[src/rtl/pkr_pkg.sv]
package pkr_pkg;

    typedef enum logic [2:0] {
        ST_IDLE   = 3'd0,
        ST_SCAN   = 3'd1,
        ST_DRAIN  = 3'd2,
        ST_SEND   = 3'd3,
        ST_WAIT   = 3'd4,
        ST_NOTIFY = 3'd5
    } pkr_state_e;

endpackage

[src/rtl/pkr_scan.sv]
module pkr_scan #(
    parameter int BLOCKS = 64,
    localparam int IDX_W = (BLOCKS > 1) ? $clog2(BLOCKS) : 1
) (
    input  logic              clk,
    input  logic              rst_n,
    input  logic              start,
    input  logic              probe_hit,
    output logic              probe_valid,
    output logic [IDX_W-1:0]  probe_idx,
    output logic              scan_done,
    output logic [BLOCKS-1:0] vec
);

    localparam logic [IDX_W-1:0] LAST_IDX = IDX_W'(BLOCKS - 1);

    typedef struct packed {
        logic              active;
        logic [IDX_W-1:0]  idx;
        logic [BLOCKS-1:0] vec;
    } scan_s;

    scan_s s_d, s_q;

    always_comb begin
        s_d = s_q;
        if (start) begin
            s_d.active = 1'b1;
            s_d.idx    = '0;
            s_d.vec    = '0;
        end else if (s_q.active) begin
            s_d.vec[s_q.idx] = probe_hit;
            if (s_q.idx == LAST_IDX) begin
                s_d.active = 1'b0;
            end else begin
                s_d.idx = s_q.idx + 1'b1;
            end
        end
    end

    always_ff @(posedge clk) begin
        if (!rst_n) begin
            s_q <= '0;
        end else begin
            s_q <= s_d;
        end
    end

    assign probe_valid = s_q.active;
    assign probe_idx   = s_q.idx;
    assign scan_done   = s_q.active && (s_q.idx == LAST_IDX);
    assign vec         = s_q.vec;

    // consecutive probes step the index by one
    a_r3_idx_step: assert property (@(posedge clk) disable iff (!rst_n)
        (probe_valid && $past(probe_valid)) |-> (probe_idx == $past(probe_idx) + 1'b1));

    // a scan always begins at index 0
    a_r3_start_zero: assert property (@(posedge clk) disable iff (!rst_n)
        $rose(probe_valid) |-> (probe_idx == '0));

endmodule

[src/rtl/pkr_ctrl.sv]
module pkr_ctrl
    import pkr_pkg::*;
#(
    parameter int PAGE_W = 20,
    parameter int SRC_W  = 4
) (
    input  logic              clk,
    input  logic              rst_n,
    input  logic              req_valid,
    input  logic [PAGE_W-1:0] req_page,
    input  logic [SRC_W-1:0]  req_src,
    output logic              req_ready,
    output logic              scan_start,
    input  logic              scan_done,
    input  logic              mshr_busy,
    output logic              resp_valid,
    input  logic              resp_ready,
    input  logic              tdone_valid,
    output logic              mark_shared,
    output logic              done_valid,
    input  logic              done_ready,
    output logic              lock,
    output logic [PAGE_W-1:0] cur_page,
    output logic [SRC_W-1:0]  cur_src
);

    typedef struct packed {
        pkr_state_e        state;
        logic [PAGE_W-1:0] page;
        logic [SRC_W-1:0]  src;
    } ctrl_s;

    ctrl_s c_d, c_q;

    always_comb begin
        c_d         = c_q;
        scan_start  = 1'b0;
        mark_shared = 1'b0;
        unique case (c_q.state)
            ST_IDLE: begin
                if (req_valid) begin
                    c_d.page   = req_page;
                    c_d.src    = req_src;
                    c_d.state  = ST_SCAN;
                    scan_start = 1'b1;
                end
            end
            ST_SCAN: begin
                if (scan_done) c_d.state = ST_DRAIN;
            end
            ST_DRAIN: begin
                if (!mshr_busy) c_d.state = ST_SEND;
            end
            ST_SEND: begin
                if (resp_ready) c_d.state = ST_WAIT;
            end
            ST_WAIT: begin
                if (tdone_valid) begin
                    mark_shared = 1'b1;
                    c_d.state   = ST_NOTIFY;
                end
            end
            ST_NOTIFY: begin
                if (done_ready) c_d.state = ST_IDLE;
            end
            default: c_d.state = ST_IDLE;
        endcase
    end

    always_ff @(posedge clk) begin
        if (!rst_n) begin
            c_q <= '{state: ST_IDLE, page: '0, src: '0};
        end else begin
            c_q <= c_d;
        end
    end

    assign req_ready  = (c_q.state == ST_IDLE);
    assign resp_valid = (c_q.state == ST_SEND);
    assign done_valid = (c_q.state == ST_NOTIFY);
    assign lock       = (c_q.state != ST_IDLE) && (c_q.state != ST_NOTIFY);
    assign cur_page   = c_q.page;
    assign cur_src    = c_q.src;

    // acceptance locks the entry in the next cycle
    a_r2_lock_on_accept: assert property (@(posedge clk) disable iff (!rst_n)
        (req_valid && req_ready) |=> lock);

    // no acceptance while the entry is locked
    a_r9_ready_idle_only: assert property (@(posedge clk) disable iff (!rst_n)
        lock |-> !req_ready);

    // target-done leads to release and notification
    a_r7_release_notify: assert property (@(posedge clk) disable iff (!rst_n)
        mark_shared |=> (!lock && done_valid));

    // notification held until taken
    a_r10_done_hold: assert property (@(posedge clk) disable iff (!rst_n)
        (done_valid && !done_ready) |=> (done_valid && $stable(cur_src)));

endmodule

[src/rtl/page_recovery_keeper.sv]
module page_recovery_keeper #(
    parameter int PAGE_W = 20,
    parameter int SRC_W  = 4,
    parameter int BLOCKS = 64,
    localparam int IDX_W = (BLOCKS > 1) ? $clog2(BLOCKS) : 1
) (
    input  logic              clk,
    input  logic              rst_n,
    input  logic              req_valid,
    output logic              req_ready,
    input  logic [PAGE_W-1:0] req_page,
    input  logic [SRC_W-1:0]  req_src,
    output logic              tlb_lock,
    output logic              tlb_mark_shared,
    output logic [PAGE_W-1:0] tlb_page,
    output logic              probe_valid,
    output logic [PAGE_W-1:0] probe_page,
    output logic [IDX_W-1:0]  probe_idx,
    input  logic              probe_hit,
    output logic [PAGE_W-1:0] mshr_page,
    input  logic              mshr_busy,
    output logic              resp_valid,
    input  logic              resp_ready,
    output logic [PAGE_W-1:0] resp_page,
    output logic [BLOCKS-1:0] resp_vec,
    input  logic              tdone_valid,
    output logic              done_valid,
    input  logic              done_ready,
    output logic [SRC_W-1:0]  done_dst
);

    logic              scan_start;
    logic              scan_done;
    logic [PAGE_W-1:0] cur_page;

    pkr_ctrl #(
        .PAGE_W (PAGE_W),
        .SRC_W  (SRC_W)
    ) u_ctrl (
        .clk         (clk),
        .rst_n       (rst_n),
        .req_valid   (req_valid),
        .req_page    (req_page),
        .req_src     (req_src),
        .req_ready   (req_ready),
        .scan_start  (scan_start),
        .scan_done   (scan_done),
        .mshr_busy   (mshr_busy),
        .resp_valid  (resp_valid),
        .resp_ready  (resp_ready),
        .tdone_valid (tdone_valid),
        .mark_shared (tlb_mark_shared),
        .done_valid  (done_valid),
        .done_ready  (done_ready),
        .lock        (tlb_lock),
        .cur_page    (cur_page),
        .cur_src     (done_dst)
    );

    pkr_scan #(
        .BLOCKS (BLOCKS)
    ) u_scan (
        .clk         (clk),
        .rst_n       (rst_n),
        .start       (scan_start),
        .probe_hit   (probe_hit),
        .probe_valid (probe_valid),
        .probe_idx   (probe_idx),
        .scan_done   (scan_done),
        .vec         (resp_vec)
    );

    assign tlb_page   = cur_page;
    assign probe_page = cur_page;
    assign mshr_page  = cur_page;
    assign resp_page  = cur_page;

    // a response only follows a cycle with no outstanding miss
    a_r5_after_drain: assert property (@(posedge clk) disable iff (!rst_n)
        $rose(resp_valid) |-> $past(!mshr_busy));

    // response held stable until taken
    a_r6_resp_hold: assert property (@(posedge clk) disable iff (!rst_n)
        (resp_valid && !resp_ready) |=> (resp_valid && $stable(resp_vec) && $stable(resp_page)));

    // probes only while the entry is locked
    a_r3_probe_locked: assert property (@(posedge clk) disable iff (!rst_n)
        probe_valid |-> tlb_lock);

    // target-done outside the wait phase changes nothing
    a_r8_tdone_ignored: assert property (@(posedge clk) disable iff (!rst_n)
        (tdone_valid && (resp_valid || probe_valid)) |-> !tlb_mark_shared);

endmodule

[config.mk]
export PLATFORM = sky130hd
export DESIGN_NAME = page_recovery_keeper
export DESIGN_NICKNAME = d
export VERILOG_FILES = /design/src/rtl/pkr_pkg.sv /design/src/rtl/pkr_scan.sv /design/src/rtl/pkr_ctrl.sv /design/src/rtl/page_recovery_keeper.sv
export SDC_FILE = /design/constraint.sdc
export NUM_CORES = 1
export LEC_CHECK = 0
export BUFFER_PORTS_ARGS = -buffer_cell sky130_fd_sc_hd__buf_2
export CORE_ASPECT_RATIO = 1.75
export CORE_MARGIN = 2
export CORE_UTILIZATION = 25
export CTS_BUF_LIST = sky130_fd_sc_hd__clkbuf_4 sky130_fd_sc_hd__clkbuf_8
export CTS_CLUSTER_SIZE = 25
export DETAILED_ROUTE_END_ITERATION = 6
export HOLD_SLACK_MARGIN = 0.1
export SYNTH_ARGS = -nofsm -noshare
export SYNTH_HDL_FRONTEND = slang
export SYNTH_SLANG_ARGS = --single-unit
[constraint.sdc]
create_clock -name clk -period 1.4 [get_ports clk]
set_input_delay 0.21 -clock clk [delete_from_list [all_inputs] [get_ports clk]]
set_output_delay 0.21 -clock clk [all_outputs]
set_load 0.01 [all_outputs]
==> impl_metrics.py, run 1 <==
metrics = {
    "pwr": {
        "p_int_mw": 3.91,
        "pwr-share-comb_pct": 14.0,
        "total_power_mw": 5.47,
        "switching_share_pct": 28.6,
        "p_leak_nw": 2.91,
        "peakVddDrop_mv": 0.459,
        "p_switching_mw": 1.57,
        "power.share.clock_pct": 33.4,
        "power_frac_seq_pct": 52.6,
        "p_per_area_nw_per_um2": 842,
    },
    "logic_synthesis": {
        "syn_avg_cell_area_um2": 8.18,
        "ys_ff_latch": 98,
        "async_flop_share_pct": 0,
        "synth_top_flop_cell": "dfxtp_1",
        "synthCells": 578,
        "synth_seq_area_share_pct": 41.5,
        "synth_cell_types": 39,
        "synthTopCellsByArea": "dfxtp_1, buf_4, nand3_1",
        "synthesis.area_um2": 4730,
        "syn_nets": 611,
        "yosysTopAreaCell": "dfxtp_1",
        "synth_edf_count": 0,
        "yosys.area.top_type_share_pct": 41.5,
        "ys_warn_count": 0,
    },
    "drt": {
        "via_per_inst": 4.67,
        "drt_iter0_markers": 188,
        "drc_errors": 0,
        "routed_wl_um": 16500,
        "ant_nets": 0,
        "vias": 4714,
        "dr.pass1.iters": 4,
        "wl_per_cell_um": 16.3,
    },
    "sta": {
        "rsz0062_at_grt": "yes",
        "period_share_pct": 107,
        "setup_viol": 96,
        "clock.fmax_mhz": 665,
        "worst_pin_slew_ps": 430,
        "timing.hold.ws_ps": 170,
        "final-hold-violation-count": 0,
        "timing.slew.headroom_pct": 71.3,
        "min_period_ps": 1500,
        "skew_ps": 14.8,
        "fin_ws_ps": -103,
        "finalMaxSlewViolations": 0,
    },
    "cts": {
        "clock_path_buffers": 2,
        "cts_sinks": 98,
        "cts_made_buffers": 9,
        "clock_latency_ps": 380,
        "cts_tree": "built",
        "ctsHtreeMaxLevel": 3,
        "root_buffer": "clkbuf_8",
        "path_clk_slew_ps": 100,
    },
    "die": {
        "die_area_um2": 20100,
        "boundaryPins": 192,
        "die_y_um": 186,
        "start_util_pct": 25.4,
        "die_width_um": 108,
        "core_um2": 18600,
        "num_rows": 66,
    },
    "global_route": {
        "grt_usage_pct": 15.5,
        "grt_start_max_net_pins": 65,
        "use_met1_pct": 16.8,
        "met3_usage_pct": 3.36,
        "grtUsageMet2_pct": 28.9,
        "grt_pass1_vias": 4254,
        "antenna_found_initial": 0,
        "gr-total-overflow": 0,
        "grt_pass1_wl_um": 23400,
        "gr-max-usage-layer": "met2",
    },
    "outcome": {
        "outcome": "finished with violations",
        "violations": "negative setup slack",
    },
    "final_layout": {
        "design_area_um2": 6500,
        "diodes": 0,
        "multi_input_area_um2": 2010,
        "areaGrowthSynthToFinish_pct": 37.5,
        "fin_cells": 1010,
        "final_nets": 800,
        "fin_util_pct": 35.0,
        "final-seq-area_um2": 1970,
        "nFillCells": 1995,
        "drive_gt1_share_pct": 42.6,
    },
    "placed_design": {
        "io_buffer_count": 191,
        "dpl.hpwl_um": 11800,
        "placed_area_um2": 5760,
        "place_inst": 956,
        "gp_congestion": 0.842,
    },
    "hold_path": {
        "hold_path_class": "in -> reg",
        "hold_start": "resp_ready",
    },
    "worst_setup_path": {
        "path_max_fanout": 19,
        "cp-startpoint": "u_ctrl.c_q[25]",
        "critical_path_class": "reg -> reg",
        "cp-end-kind": "register",
        "r2r-start": "u_ctrl.c_q[25]",
        "required_ps": 1660,
        "critPathArrivalTime_ps": 1760,
        "startpoint_type": "register",
    },
    "job": {
        "drv_cap": 0,
    },
}
==> per-layer routing <==
layer / part of all wire, % / up-vias
met2: 52 / 212
met5: 0 / -
met4: 3.1 / 0
li1: - / 2293
met3: 7.1 / 33
met1: 37 / 2176
==> cells by family (layout without fill, tap and decap cells) <==
group	Yosys count	in the layout	share of synthesized area [%]
xor gates and xnor gates	2	2	0.371
AOI/OAI and AO/OA	165	165	19.1
DFF	98	98	41.5
muxes	3	3	0.635
and+or+nand+nor	184	185	19.7
buffers and inverters	125	318	18.4
adders and majority gates	1	1	0.265
==> power groups by stage <==
stage	logic (mW)	clock network, mW	registers, mW
final	0.765	1.83	2.88
after global routing	0.827	2.00	2.89
after CTS	0.732	1.91	2.88
after detailed placement	0.650	0	2.94
after global placement	0.648	0	2.94
after floorplan	0.503	0	2.94
==> cells in the mapped netlist (2+ instances only) <==
| master | n |
|---|---|
| dfxtp_1 | 98 |
| buf_4 | 87 |
| nand3_1 | 71 |
| a21oi_1 | 68 |
| o21ai_0 | 66 |
| nand2_1 | 60 |
| a21boi_1 | 20 |
| nor2_1 | 18 |
| buf_2 | 12 |
| clkbuf_1 | 12 |
| buf_6 | 8 |
| nand2b_1 | 6 |
| a21boi_0 | 5 |
| nor2b_1 | 5 |
| nor3_2 | 4 |
| and3_1 | 3 |
| buf_1 | 3 |
| inv_1 | 3 |
| mux2i_1 | 3 |
| a211oi_1 | 2 |
| a31oi_1 | 2 |
| nand4_1 | 2 |
| nor3_1 | 2 |
| nor3b_1 | 2 |
| or2_2 | 2 |
==> worst max-delay path, cell delays in order (launching register included) <==
cell	delay, ps
dfxtp_2	350
buf_6	110
or4b_4	570
nand2_8	140
buf_12	160
a211oi_1	50
==> final timing paths <==
path / endpoint / slack [ps] / cells past startpoint
max: u_scan.probe_idx[3] / -100 / 5
min: u_ctrl.c_q[26] / 170 / 3
max reg2reg: u_scan.probe_idx[3] / -100 / 5
min reg2reg: u_ctrl.cur_src[2] / 460 / 2
==> metrics by stage <==
step           setup slack, ps  setup TNS, ps
3_3_place_gp             -89.5          -6360
2_1_floorplan             12.5              0
4_1_cts                   -111          -5990
5_1_grt                   -153         -11240
6_report                  -103          -6720
3_5_place_dp              -104          -7180
==> layout by cell type (no fill, tap or decap), types with 5 or more instances in the layout <==
cell type,n
a21boi_1,24
a21oi_1,58
a21oi_2,10
buf_12,8
buf_2,190
buf_4,65
buf_6,8
clkbuf_8,9
dfxtp_1,93
dlygate4sd3_1,24
nand2_1,58
nand2b_1,6
nand3_1,70
nor2_1,17
nor3_2,5
o21ai_0,64
==> final cells by class <==
class / count / area share (%)
clock buffer: 10 / 2.02
clock inverter: 6 / 0.828
tap: 238 / 4.58
multi-input combinational: 356 / 30.9
inverter: 3 / 0.173
timing repair buffer: 299 / 31.1
sequential: 98 / 30.4
==> timing repair <==
action                                  4_1_cts  5_1_grt
pin swaps                                     3        3
endpoints found under the setup margin      101      101
cloned                                        2        3
hold buffers                                 24        0
gates resized for setup                      31       19
buffers inserted                              7        2
hold endpoints to repair                     24        0
(Power assumes the default switching activity.)
==> inputs of run 2 (changes only) <==
- ABC_AREA: not set -> 1
- SYNTH_HIERARCHICAL: not set -> 1
==> run 2 against run 1 <==
Net effect: the flow still finishes with violations (negative setup slack); design area increased by 5.8%; hold slack improved by 86 ps; die area increased by 4.6%; register-to-register slack about the same; global-route usage decreased by 1.7 points; total power increased by 74%; via count increased by 4.7%; area after synthesis increased by 4.7%; largest power group is now combinational cells; sequential share of layout area decreased by 1.6 points; critical path depth increased by 4; combinational power increased to 5.6 times the previous value; critical path type unchanged.
==> impl_metrics.py, run 2 <==
metrics = {
    "outcome": {
        "outcome": "finished with violations",
        "violations": "negative setup slack",
    },
    "final_layout": {
        "final_nets": 909,
        "most-common-layout-cells": "buf_2, nand2_1, nor2_1",
        "nFillCells": 2096,
        "design_area_um2": 6880,
        "multi_input_area_um2": 2250,
        "final_common_cell": "buf_2",
        "diodes": 0,
        "drive_gt1_share_pct": 41.7,
        "final-seq-area_um2": 1980,
        "areaGrowthSynthToFinish_pct": 38.9,
    },
    "hold_path": {
        "hold_path_class": "in -> reg",
    },
    "die": {
        "start_util_pct": 25.3,
        "die_y_um": 190,
        "boundaryPins": 192,
        "die_width_um": 110,
        "die_area_um2": 21000,
        "core_um2": 19600,
        "num_rows": 68,
    },
    "global_route": {
        "grt_pass1_wl_um": 22200,
        "grt_start_max_net_pins": 34,
        "grt_usage_pct": 13.9,
        "gr-total-overflow": 0,
        "antenna_found_initial": 0,
        "grt_pass1_vias": 4409,
    },
    "worst_setup_path": {
        "critical_path_class": "reg -> reg",
        "cp-end-kind": "register",
        "critPathArrivalTime_ps": 1830,
        "startpoint_type": "register",
        "path_max_fanout": 8,
        "required_ps": 1740,
    },
    "placed_design": {
        "pre_cts_slack_ps": -53.2,
        "dpl.hpwl_um": 10500,
        "gp_congestion": 0.836,
        "io_buffer_count": 191,
        "placed_area_um2": 5840,
    },
    "sta": {
        "period_share_pct": 106,
        "timing.slew.headroom_pct": 77.9,
        "final-hold-violation-count": 0,
        "clock.fmax_mhz": 672,
        "min_period_ps": 1490,
        "finalMaxSlewViolations": 0,
        "skew_ps": 13.5,
        "setup_viol": 71,
        "rsz0062_at_grt": "yes",
        "worst_pin_slew_ps": 331,
        "fin_ws_ps": -89.2,
    },
    "logic_synthesis": {
        "syn_avg_cell_area_um2": 7.03,
        "yosysTopAreaCell": "dfxtp_1",
        "ys_warn_count": 6,
        "synth_cell_types": 26,
        "syn_nets": 737,
        "synth_common_cells": "nand2_1, nor2_1, dfxtp_1, buf_4, a21oi_1",
        "synthCells": 704,
        "async_flop_share_pct": 0,
        "synth_most_common_cell": "nand2_1",
        "synthTopCellsByArea": "dfxtp_1, buf_4, nand2_1",
        "synthesis.area_um2": 4950,
        "synth_top_flop_cell": "dfxtp_1",
        "ys_ff_latch": 98,
        "yosys.area.top_type_share_pct": 39.6,
        "synth_edf_count": 0,
        "synth_seq_area_share_pct": 39.6,
    },
    "drt": {
        "dr.pass1.iters": 4,
        "wl_per_cell_um": 14.0,
        "drt_iter0_markers": 189,
        "via_per_inst": 4.38,
        "drc_errors": 0,
        "ant_nets": 0,
        "vias": 4936,
        "routed_wl_um": 15700,
    },
    "job": {
        "drv_cap": 0,
    },
    "cts": {
        "path_clk_slew_ps": 110,
        "root_buffer": "clkbuf_8",
        "ctsHtreeMaxLevel": 3,
        "cts_tree": "built",
        "clock_latency_ps": 400,
        "cts_sinks": 98,
        "clock_path_buffers": 2,
        "cts_made_buffers": 9,
    },
    "pwr": {
        "p_leak_nw": 3.21,
        "peakVddDrop_mv": 0.709,
        "p_per_area_nw_per_um2": 1390,
    },
}
run 2: cell types whose count changed after synthesis, sizes merged, moves of 6 or more:
cell / delta
a21boi: -25
clkbuf: -7
nand2b: -6
nor2: +129
inv: +32
o21ai: -63
nand2: +100
nand3: -8
run 2: repair_timing:
action / in CTS / in global routing
endpoints found under the hold margin: 27 / 0
hold buffers: 25 / 0
setup endpoints to repair: 8 / 77
resized for setup: 18 / 58
buffers inserted: 11 / 5
pin swaps: 12 / 37
gates cloned: 0 / 8
run 2: metal layers:
layer / track usage, % / routed length [um] / vias to the layer above
li1: - / - / 2476
met5: 0 / 0 / -
met2: 26.1 / 8630 / 160
met4: 6.20 / 505 / 0
met3: 3.67 / 923 / 30
met1: 13.7 / 5650 / 2270
run 2: worst paths after layout:
kind | end | slack (ps) | depth (start not counted) | start
worst max-delay path | register | -90 | 9 | u_ctrl/c_q[26]
worst min register to register | u_ctrl/cur_src[2] | 480 | 2 | u_ctrl/cur_src[2]
worst min-delay path | register | 260 | 5 | probe_hit
worst max register to register | register | -90 | 9 | u_ctrl/c_q[26]
run 2: cell type report:
type / instances / area share (%)
multi-input cells: 454 / 32.8
repair buffers: 277 / 28.9
flip-flops and latches: 98 / 28.8
well taps: 245 / 4.46
inverters: 36 / 2.15
clock buffers: 10 / 1.91
clock inverters: 6 / 1.07
run 2: cell families after synthesis:
kind of cell    Yosys count  synth area share (%)
flops                    98                  39.6
buf+inv                 152                  19.4
fa+ha+maj                 1                 0.253
simple gates            377                  32.3
compound gates           76                  8.36
run 2: per-stage QoR:
step	hold slack (ps)	power, mW	cells	setup TNS, ps	util, %
2_1_floorplan	323	6.01	704	0	-
6_report	256	9.53	1126	-2640	35.2
3_5_place_dp	463	6.60	1062	-132	29.9
4_1_cts	242	9.01	1113	-1950	32.9
5_1_grt	267	10.2	1126	-7980	35.2
3_3_place_gp	459	6.56	1062	-7.40	29.9
run 2: critical path, stage by stage, from the launching register on:
cell       delay (ps)
dfxtp_2           360
inv_2              40
buf_4             130
nand3_4            80
clkinv_4           70
nor2_4            220
buf_12            180
clkbuf_16         180
nand2_2            50
nor2_1            100
run 2: power by group:
group	internal (mW)	switching (mW)
Sequential	3.02	0.203
Combinational	1.94	2.38
Clock	0.869	1.12
Total	5.82	3.71
==> inputs of run 3 (changes only) <==
- CORE_MARGIN: 2 -> not set
- CORE_UTILIZATION: 25 -> 46
- PLACE_DENSITY: not set -> 0.79
==> run 3 against run 2 <==
Net effect: the run still ends with negative setup slack left; design area fell by 3.8%; clock-buffer cell count did not move; sequential cell count did not move; critical path depth did not move; first-iteration DRC count rose by 35%; non-clock buffer count fell by 9; wire length fell by 12%; largest power group unchanged.
==> impl_metrics.py, run 3 (synthesized netlist as in run 2, its figures left out) <==
metrics = {
    "global_route": {
        "grt_usage_pct": 22.8,
        "antenna_found_initial": 0,
        "gr-total-overflow": 0,
        "grt_pass1_wl_um": 19800,
        "grt_pass1_vias": 4295,
        "grt_start_max_net_pins": 41,
    },
    "sta": {
        "clock.fmax_mhz": 698,
        "setup_viol": 8,
        "finalSetupTns_ps": -116,
        "period_share_pct": 102,
        "skew_ps": 18.2,
        "timing.slew.headroom_pct": 77.8,
        "fin_ws_ps": -31.9,
        "min_period_ps": 1430,
        "rsz0062_at_grt": "yes",
        "finalMaxSlewViolations": 0,
        "final-hold-violation-count": 0,
        "worst_pin_slew_ps": 334,
    },
    "drt": {
        "drc_errors": 0,
        "wl_per_cell_um": 13.9,
        "vias": 5013,
        "dr.pass1.iters": 5,
        "ant_nets": 0,
        "via_per_inst": 5.02,
        "routed_wl_um": 13900,
        "drt_iter0_markers": 256,
    },
    "placed_design": {
        "io_buffer_count": 191,
        "gp_congestion": 0.885,
        "placed_area_um2": 5640,
        "dpl.hpwl_um": 8880,
    },
    "cts": {
        "clock_path_buffers": 2,
        "cts_sinks": 98,
        "cts_tree": "built",
        "cts_made_buffers": 9,
        "clock_latency_ps": 380,
        "root_buffer": "clkbuf_8",
        "ctsHtreeMaxLevel": 3,
        "path_clk_slew_ps": 110,
    },
    "pwr": {
        "p_per_area_nw_per_um2": 1430,
        "pwr-share-comb_pct": 41.3,
        "p_switching_mw": 3.48,
        "peakVddDrop_mv": 0.873,
        "switching_share_pct": 36.9,
        "total_power_mw": 9.44,
        "power.share.clock_pct": 24.3,
        "power_frac_seq_pct": 34.3,
        "p_leak_nw": 3.16,
        "p_int_mw": 5.96,
    },
    "worst_setup_path": {
        "cp-end-kind": "register",
        "critPathArrivalTime_ps": 1740,
        "critical_path_class": "reg -> reg",
        "path_max_fanout": 7,
        "required_ps": 1710,
        "cp-startpoint": "u_ctrl/c_q[24]",
        "startpoint_type": "register",
        "r2r-start": "u_ctrl/c_q[24]",
    },
    "outcome": {
        "violations": "negative setup slack",
        "outcome": "finished with violations",
    },
    "final_layout": {
        "drive_gt1_share_pct": 40.1,
        "design_area_um2": 6620,
        "multi_input_area_um2": 2210,
        "final-seq-area_um2": 1980,
        "final_common_cell": "buf_2",
        "areaGrowthSynthToFinish_pct": 33.7,
        "most-common-layout-cells": "buf_2, nand2_1, nor2_1",
        "diodes": 0,
        "nFillCells": 887,
        "final_nets": 900,
    },
    "hold_path": {
        "hold_start": "probe_hit",
        "hold_path_class": "in -> reg",
    },
    "die": {
        "die_area_um2": 11200,
        "die_width_um": 80.4,
        "start_util_pct": 47.8,
        "boundaryPins": 192,
        "num_rows": 49,
        "die_y_um": 139,
        "core_um2": 10400,
    },
    "job": {
        "drv_cap": 0,
    },
}
==> run 3: cell count changes in the layout (fill, tap and decap cells not counted), sizes merged <==
cell / delta
buf: -8
clkinv: +1
clkinvlp: -2
bufinv: +2
inv: -1
clkbuf: -1
==> run 3: worst max-delay path: stages (launching register included) <==
cell and delay, ps:
dfxtp_4 400, nor2_4 50, buf_6 110, nand3_4 60
clkinv_4 70, nor2_4 190, buf_12 170, clkbuf_16 160
nand2_4 40, nor2_1 120
==> run 3: stage by stage <==
stage | std cells | utilization (%) | hold slack, ps | worst slack, ps
3_3_place_gp | 940 | 54.4 | 458 | 17.1
4_1_cts | 987 | 60.1 | 243 | -31.7
2_1_floorplan | 704 | - | 323 | 15.0
5_1_grt | 999 | 63.9 | 288 | -114
3_5_place_dp | 940 | 54.4 | 463 | -34.3
6_report | 999 | 63.9 | 270 | -31.9
==> run 3: worst paths after layout <==
path,end,slack [ps],depth (start not counted)
worst max register to register,register,-30,9
worst min register to register,register,480,2
worst min-delay path,register,270,5
worst max-delay path,register,-30,9
==> run 3: cell type report <==
cell class / instances / area share (%)
multi-input combinational: 454 / 33.4
tap: 127 / 2.40
clock buffer: 10 / 2.08
sequential: 98 / 29.9
inverter: 36 / 2.19
clock inverter: 6 / 1.87
timing repair buffer: 268 / 28.1
==> run 3: power by group through the flow <==
stage,combinational (mW),sequential (mW),clock (mW)
floorplan,2.81,3.20,0
global placement,3.12,3.28,0
detailed placement,3.16,3.29,0
CTS,3.40,3.24,2.37
global route,4.24,3.28,2.48
finish,3.90,3.24,2.30
==> run 3: repair_timing <==
action / 4_1_cts / 5_1_grt
endpoints found under the setup margin: 8 / 79
hold endpoints to repair: 27 / 0
setup buffers: 7 / 4
resized for setup: 10 / 56
gates cloned: 0 / 8
hold buffers: 25 / 0
pin swaps: 6 / 32
==> run 3: metal layers <==
layer  GRT usage [%]  wire (um)
met5               0          0
met1            22.1       4920
met2            43.4       7520
met4            12.0        519
met3            4.07        931
